===== src/rtl/sdpwm_pkg.sv =====
`timescale 1ns/1ps
package sdpwm_pkg;
  // error zone classification of one sample
  typedef enum logic {
    ZONE_STEADY    = 1'b0,
    ZONE_TRANSIENT = 1'b1
  } err_zone_e;

  localparam int unsigned COEF_FRAC_DEFAULT = 10;
endpackage


===== src/rtl/sdpwm_shift.sv =====
`timescale 1ns/1ps
module sdpwm_shift #(
  parameter int ERR_W     = 12,
  parameter int COEF_W    = 16,
  parameter int COEF_FRAC = 10,
  parameter int ACC_W     = 2*ERR_W + COEF_W + 2
) (
  input  logic signed [ERR_W-1:0]  err,
  input  logic signed [COEF_W-1:0] k1,
  input  logic signed [COEF_W-1:0] k2,
  input  logic        [ERR_W-1:0]  band,
  output logic signed [ACC_W-1:0]  shift
);
  import sdpwm_pkg::*;

  // magnitude of a signed error, one bit wider so the most negative value fits
  function automatic logic [ERR_W:0] err_mag(input logic signed [ERR_W-1:0] e);
    logic signed [ERR_W:0] ex;
    ex = e;
    return ex[ERR_W] ? $unsigned(-ex) : $unsigned(ex);
  endfunction

  // floor((k1*e + k2*e*e) / 2^COEF_FRAC) with full-width products
  function automatic logic signed [ACC_W-1:0] poly_eval(
    input logic signed [ERR_W-1:0]  e,
    input logic signed [COEF_W-1:0] c1,
    input logic signed [COEF_W-1:0] c2);
    logic signed [ACC_W-1:0] ex, c1x, c2x, sq, acc;
    ex  = e;
    c1x = c1;
    c2x = c2;
    sq  = ex * ex;
    acc = (c1x * ex) + (c2x * sq);
    return acc >>> COEF_FRAC;
  endfunction

  err_zone_e zone;

  always_comb begin
    zone  = (err_mag(err) <= {1'b0, band}) ? ZONE_STEADY : ZONE_TRANSIENT;
    shift = (zone == ZONE_STEADY) ? '0 : poly_eval(err, k1, k2);
  end
endmodule


===== src/rtl/sdpwm_sum_clamp.sv =====
`timescale 1ns/1ps
module sdpwm_sum_clamp #(
  parameter int DUTY_W = 12,
  parameter int CNT_W  = 10,
  parameter int ACC_W  = 42
) (
  input  logic signed [DUTY_W-1:0] duty,
  input  logic signed [ACC_W-1:0]  shift,
  input  logic        [CNT_W-1:0]  period,
  output logic        [CNT_W-1:0]  cmd
);
  localparam int PAD_W = ACC_W - CNT_W;

  // limit a wide signed sum to the closed range [0, per]
  function automatic logic [CNT_W-1:0] clamp_cmd(
    input logic signed [ACC_W-1:0] total,
    input logic        [CNT_W-1:0] per);
    logic signed [ACC_W-1:0] per_x;
    per_x = $signed({{PAD_W{1'b0}}, per});
    if (total < 0)          return '0;
    else if (total > per_x) return per;
    else                    return total[CNT_W-1:0];
  endfunction

  logic signed [ACC_W-1:0] duty_x;
  logic signed [ACC_W-1:0] total;

  always_comb begin
    duty_x = duty;
    total  = duty_x + shift;
    cmd    = clamp_cmd(total, period);
  end
endmodule


===== src/rtl/sdpwm_ramp.sv =====
`timescale 1ns/1ps
module sdpwm_ramp #(
  parameter int CNT_W = 10
) (
  input  logic             clk,
  input  logic             rst,
  input  logic [CNT_W-1:0] period,
  input  logic [CNT_W-1:0] cmd_next,
  output logic [CNT_W-1:0] cnt,
  output logic             wrap,
  output logic [CNT_W-1:0] cmd_q,
  output logic             pwm
);
  logic [CNT_W:0] cnt_inc;

  assign cnt_inc = {1'b0, cnt} + (CNT_W+1)'(1);
  assign wrap    = (cnt_inc >= {1'b0, period});
  assign pwm     = (cnt < cmd_q);

  always_ff @(posedge clk) begin
    if (rst) begin
      cnt   <= '0;
      cmd_q <= '0;
    end else if (wrap) begin
      cnt   <= '0;
      cmd_q <= cmd_next;
    end else begin
      cnt   <= cnt + 1'b1;
    end
  end
endmodule


===== src/rtl/shifted_ramp_dpwm.sv =====
`timescale 1ns/1ps
module shifted_ramp_dpwm #(
  parameter int CNT_W     = 10,
  parameter int DUTY_W    = 12,
  parameter int ERR_W     = 12,
  parameter int COEF_W    = 16,
  parameter int COEF_FRAC = sdpwm_pkg::COEF_FRAC_DEFAULT
) (
  input  logic                     clk,
  input  logic                     rst,
  input  logic        [CNT_W-1:0]  period,
  input  logic signed [DUTY_W-1:0] duty_in,
  input  logic signed [ERR_W-1:0]  err_in,
  input  logic signed [COEF_W-1:0] k1,
  input  logic signed [COEF_W-1:0] k2,
  input  logic        [ERR_W-1:0]  band,
  output logic                     pwm_out,
  output logic        [CNT_W-1:0]  duty_applied
);
  localparam int ACC_W = 2*ERR_W + COEF_W + 2;

  logic signed [ACC_W-1:0] shift_w;
  logic        [CNT_W-1:0] cmd_next_w;
  logic        [CNT_W-1:0] cnt_w;
  logic                    wrap_w;

  sdpwm_shift #(
    .ERR_W(ERR_W), .COEF_W(COEF_W), .COEF_FRAC(COEF_FRAC), .ACC_W(ACC_W)
  ) shift_i (
    .err(err_in), .k1(k1), .k2(k2), .band(band), .shift(shift_w)
  );

  sdpwm_sum_clamp #(
    .DUTY_W(DUTY_W), .CNT_W(CNT_W), .ACC_W(ACC_W)
  ) clamp_i (
    .duty(duty_in), .shift(shift_w), .period(period), .cmd(cmd_next_w)
  );

  sdpwm_ramp #(
    .CNT_W(CNT_W)
  ) ramp_i (
    .clk(clk), .rst(rst), .period(period), .cmd_next(cmd_next_w),
    .cnt(cnt_w), .wrap(wrap_w), .cmd_q(duty_applied), .pwm(pwm_out)
  );
endmodule


===== config.mk =====
export PLATFORM = sky130hd
export DESIGN_NAME = shifted_ramp_dpwm
export DESIGN_NICKNAME = d
export VERILOG_FILES = /design/src/rtl/sdpwm_pkg.sv /design/src/rtl/sdpwm_shift.sv /design/src/rtl/sdpwm_sum_clamp.sv /design/src/rtl/sdpwm_ramp.sv /design/src/rtl/shifted_ramp_dpwm.sv
export SDC_FILE = /design/constraint.sdc
export NUM_CORES = 2
export LEC_CHECK = 0
export ABC_AREA = 1
export BUFFER_PORTS_ARGS = -buffer_cell sky130_fd_sc_hd__clkbuf_2
export CORE_ASPECT_RATIO = 0.7
export CORE_MARGIN = 3
export CORE_UTILIZATION = 70
export CTS_CLUSTER_DIAMETER = 120
export DETAILED_ROUTE_END_ITERATION = 7
export PLACE_DENSITY = 0.88
export SLEW_MARGIN = 20
export SYNTH_ARGS = -nofsm -noshare
export SYNTH_HDL_FRONTEND = slang
export SYNTH_SLANG_ARGS = --single-unit
export TNS_END_PERCENT = 30

===== constraint.sdc =====
create_clock -name clk -period 42.9 [get_ports clk]
set_clock_uncertainty 0.1 [all_clocks]
set_input_delay 4.29 -clock clk [delete_from_list [all_inputs] [get_ports clk]]
set_output_delay 4.29 -clock clk [all_outputs]
set_load 0.005 [all_outputs]

==> results.cfg <==
[floorplan]
fp.coreArea_sq_um = 43800
pin_count = 91
fp.dieW_um = 258
rows = 64
initial_utilization_pct = 71.2
dieHeight_um = 183
die-area_sq_um = 47100

[setup_path]
rrSetupSlack_ps = 38930
critical_path.top_delay_family = adder cells
crit_type = input port to register
endpoint_kind = register
crit_slowest_cell = inv_1
cp.buffers_inverters = 9
r2r_end = ramp_i.cnt[2]
crit_top_cell = fa_1
required_ps = 42950
critical_path.max_stage_delay_ps = 900
reg2reg_depth = 13
r2r_start = ramp_i.cnt[0]
arrival_ps = 19110
cp-start-kind = input port
crit_fanout = 29

[yosys]
yosysSeqAreaShare_pct = 1.28
ys.flop_type = dfxtp_1
synth_top_cell_area_share_pct = 46.9
synth_fp_nets = 5119
synth_area_sq_um = 31200
syn_area_per_cell_sq_um = 7.73
synth-async-reset-ratio_pct = 0
ys_seq_elements = 20
synthDistinctLibCells = 50
synth_area_leaders = fa_1 (47%), inv_1 (13%), nand2_1 (11%)
netlist_instances = 4034
yosysWarnings = 0
synth_edf_count = 0
yosys.area.top_type = fa_1

[placement]
hpwlAfterDp_mm = 74.2
dp_slack_ps = 23960
port_buffers = 90
gp_congestion = 1.02
place_area_sq_um = 32000

[clocking]
insertion_delay_ps = 260
clk_path_buf_depth = 2
path_clk_slew_ps = 60
cts_tree = built
htreeDepth = 1
clock-sinks = 20
cts-hold-fix-buffers = 0
cts_made_buffers = 3
cts_resized = 0
cts_root_buf = clkbuf_16
cts_setup_buffers = 0

[timing]
fin_hold_ws_ps = 385
finalMaxSlewViolations = 0
timing.fmax_ghz = 0.0525
setup_violations = 0
period_share_pct = 44.4
fin_crit_ps = 19060
post-route-worst-setup-slack_ps = 23840
fin_setup_tns_ps = 0
slew_headroom_pct = 28.2
grt_setup_unrepaired = no
hold_viol_final = 0
worstMarginPinSlew_ps = 1080

[global_routing]
grt_max_degree = 34
grt_first_pass_wirelength_mm = 141
grt_pass1_vias = 27300
grtUsageTotal_pct = 38.2
grt_overflow_total = 0
antenna_found_initial = 4

[route]
drt_pass1_iterations = 8
drt_iter0_markers = 2591
finalWirelength_mm = 85.9
drt_drc_violations_left = 0
postRouteAntennaNets = 0
via_per_inst = 5.62
routedWlPerCell_um = 18.6
vias = 26000

[min_path]
hp-start = ramp_i.cmd_q[2]
hold_class = register to register
min_delay_worst_endpoint = ramp_i.cmd_q[2]
worstHoldPathCells = 2

[finish]
design_area_sq_um = 32100
layout.nets = 5116
drive_above_1_share_pct = 4.69
area_growth_pct = 3.01

[flow_run]
drv_cap = 0

[outcome]
status = finished, final reports clean
state kept, by name, summed over array words and instances (netlist names):
register      cells
ramp_i.cmd_q     10
ramp_i.cnt       10
worst register-to-register path, delay by kind of cell (launching register included):
family                     cells  cell delay, ps
adders and majority gates      2             530
DFF                            1             490
xor gates and xnor gates       1             260
AOI/OAI and AO/OA              2             400
and+or+nand+nor                6            1470
buffers and inverters          2             650
metrics by stage:
stage / util (%) / cells
final: 73.3 / 4626
after floorplan: - / 4034
after global routing: 73.3 / 4626
after detailed placement: 73.0 / 4620
after CTS: 73.3 / 4624
after global placement: 73.0 / 4620
routing by layer:
layer	GRT usage, %	part of all wire, %
met5	0	0.034
met2	56.4	41
met1	53.9	39
met4	8.76	3.3
met3	14.9	16
cells in the mapped netlist, types with 6 or more instances:
cell and number:
nand4_1 30, inv_1 1107, ha_1 275, a21oi_1 125
nor2_2 15, or2_2 22, a21o_1 7, nor3_1 14
nor2_1 291, inv_2 12, o21bai_1 8, xor2_1 55
maj3_1 6, dfxtp_1 20, a21boi_0 8, xnor2_1 26
buf_1 18, nand3b_1 7, fa_1 730, nand3_1 72
clkbuf_1 81, clkinv_1 17, o21ai_0 63, nand2_2 22
nand2_1 933, a31oi_1 10, nand3_2 7, o21a_1 6
worst max path at each step:
stage / from / end / cells after the start
after floorplan: err_in[6] / ramp_i.cmd_q[0] / 55
after global placement: err_in[5] / ramp_i.cmd_q[6] / 59
after detailed placement: err_in[11] / ramp_i.cmd_q[5] / 59
after CTS: err_in[11] / ramp_i.cmd_q[5] / 59
after global routing: err_in[11] / ramp_i.cmd_q[5] / 59
final: err_in[11] / ramp_i.cmd_q[5] / 59
area by class of cell:
cell class                 count  area (sq um)
inverter                    1136          4260
timing repair buffer          96           495
tap                          594           743
multi-input combinational   2774         26100
fill                        3329         11700
clock buffer                   3          75.1
sequential                    20           400
clock inverter                 1          30.0
antenna                        2          5.00
cell usage in the layout (no fill, tap or decap), types with 26 or more instances in the layout:
cell / count
fa_1: 730
xnor2_1: 26
o21ai_0: 63
a21oi_1: 125
nand3_1: 72
clkbuf_2: 90
inv_1: 1107
nand2_1: 933
nand4_1: 30
xor2_1: 55
nor2_1: 291
ha_1: 275
cell families (layout without fill, tap and decap cells):
group / count (synthesis) / in the layout / share of synthesized area, %
and+or+nand+nor: 1432 / 1432 / 18.8
other: 0 / 2 / 0
DFF: 20 / 20 / 1.28
xor gates and xnor gates: 82 / 82 / 2.33
buffers and inverters: 1240 / 1236 / 15.0
adders and majority gates: 1011 / 1011 / 58.1
AOI/OAI and AO/OA: 249 / 249 / 4.48
Power is left out: the tool's default activity adds up to more than one toggle a clock period on the data nets, which glitch-free logic cannot reach.
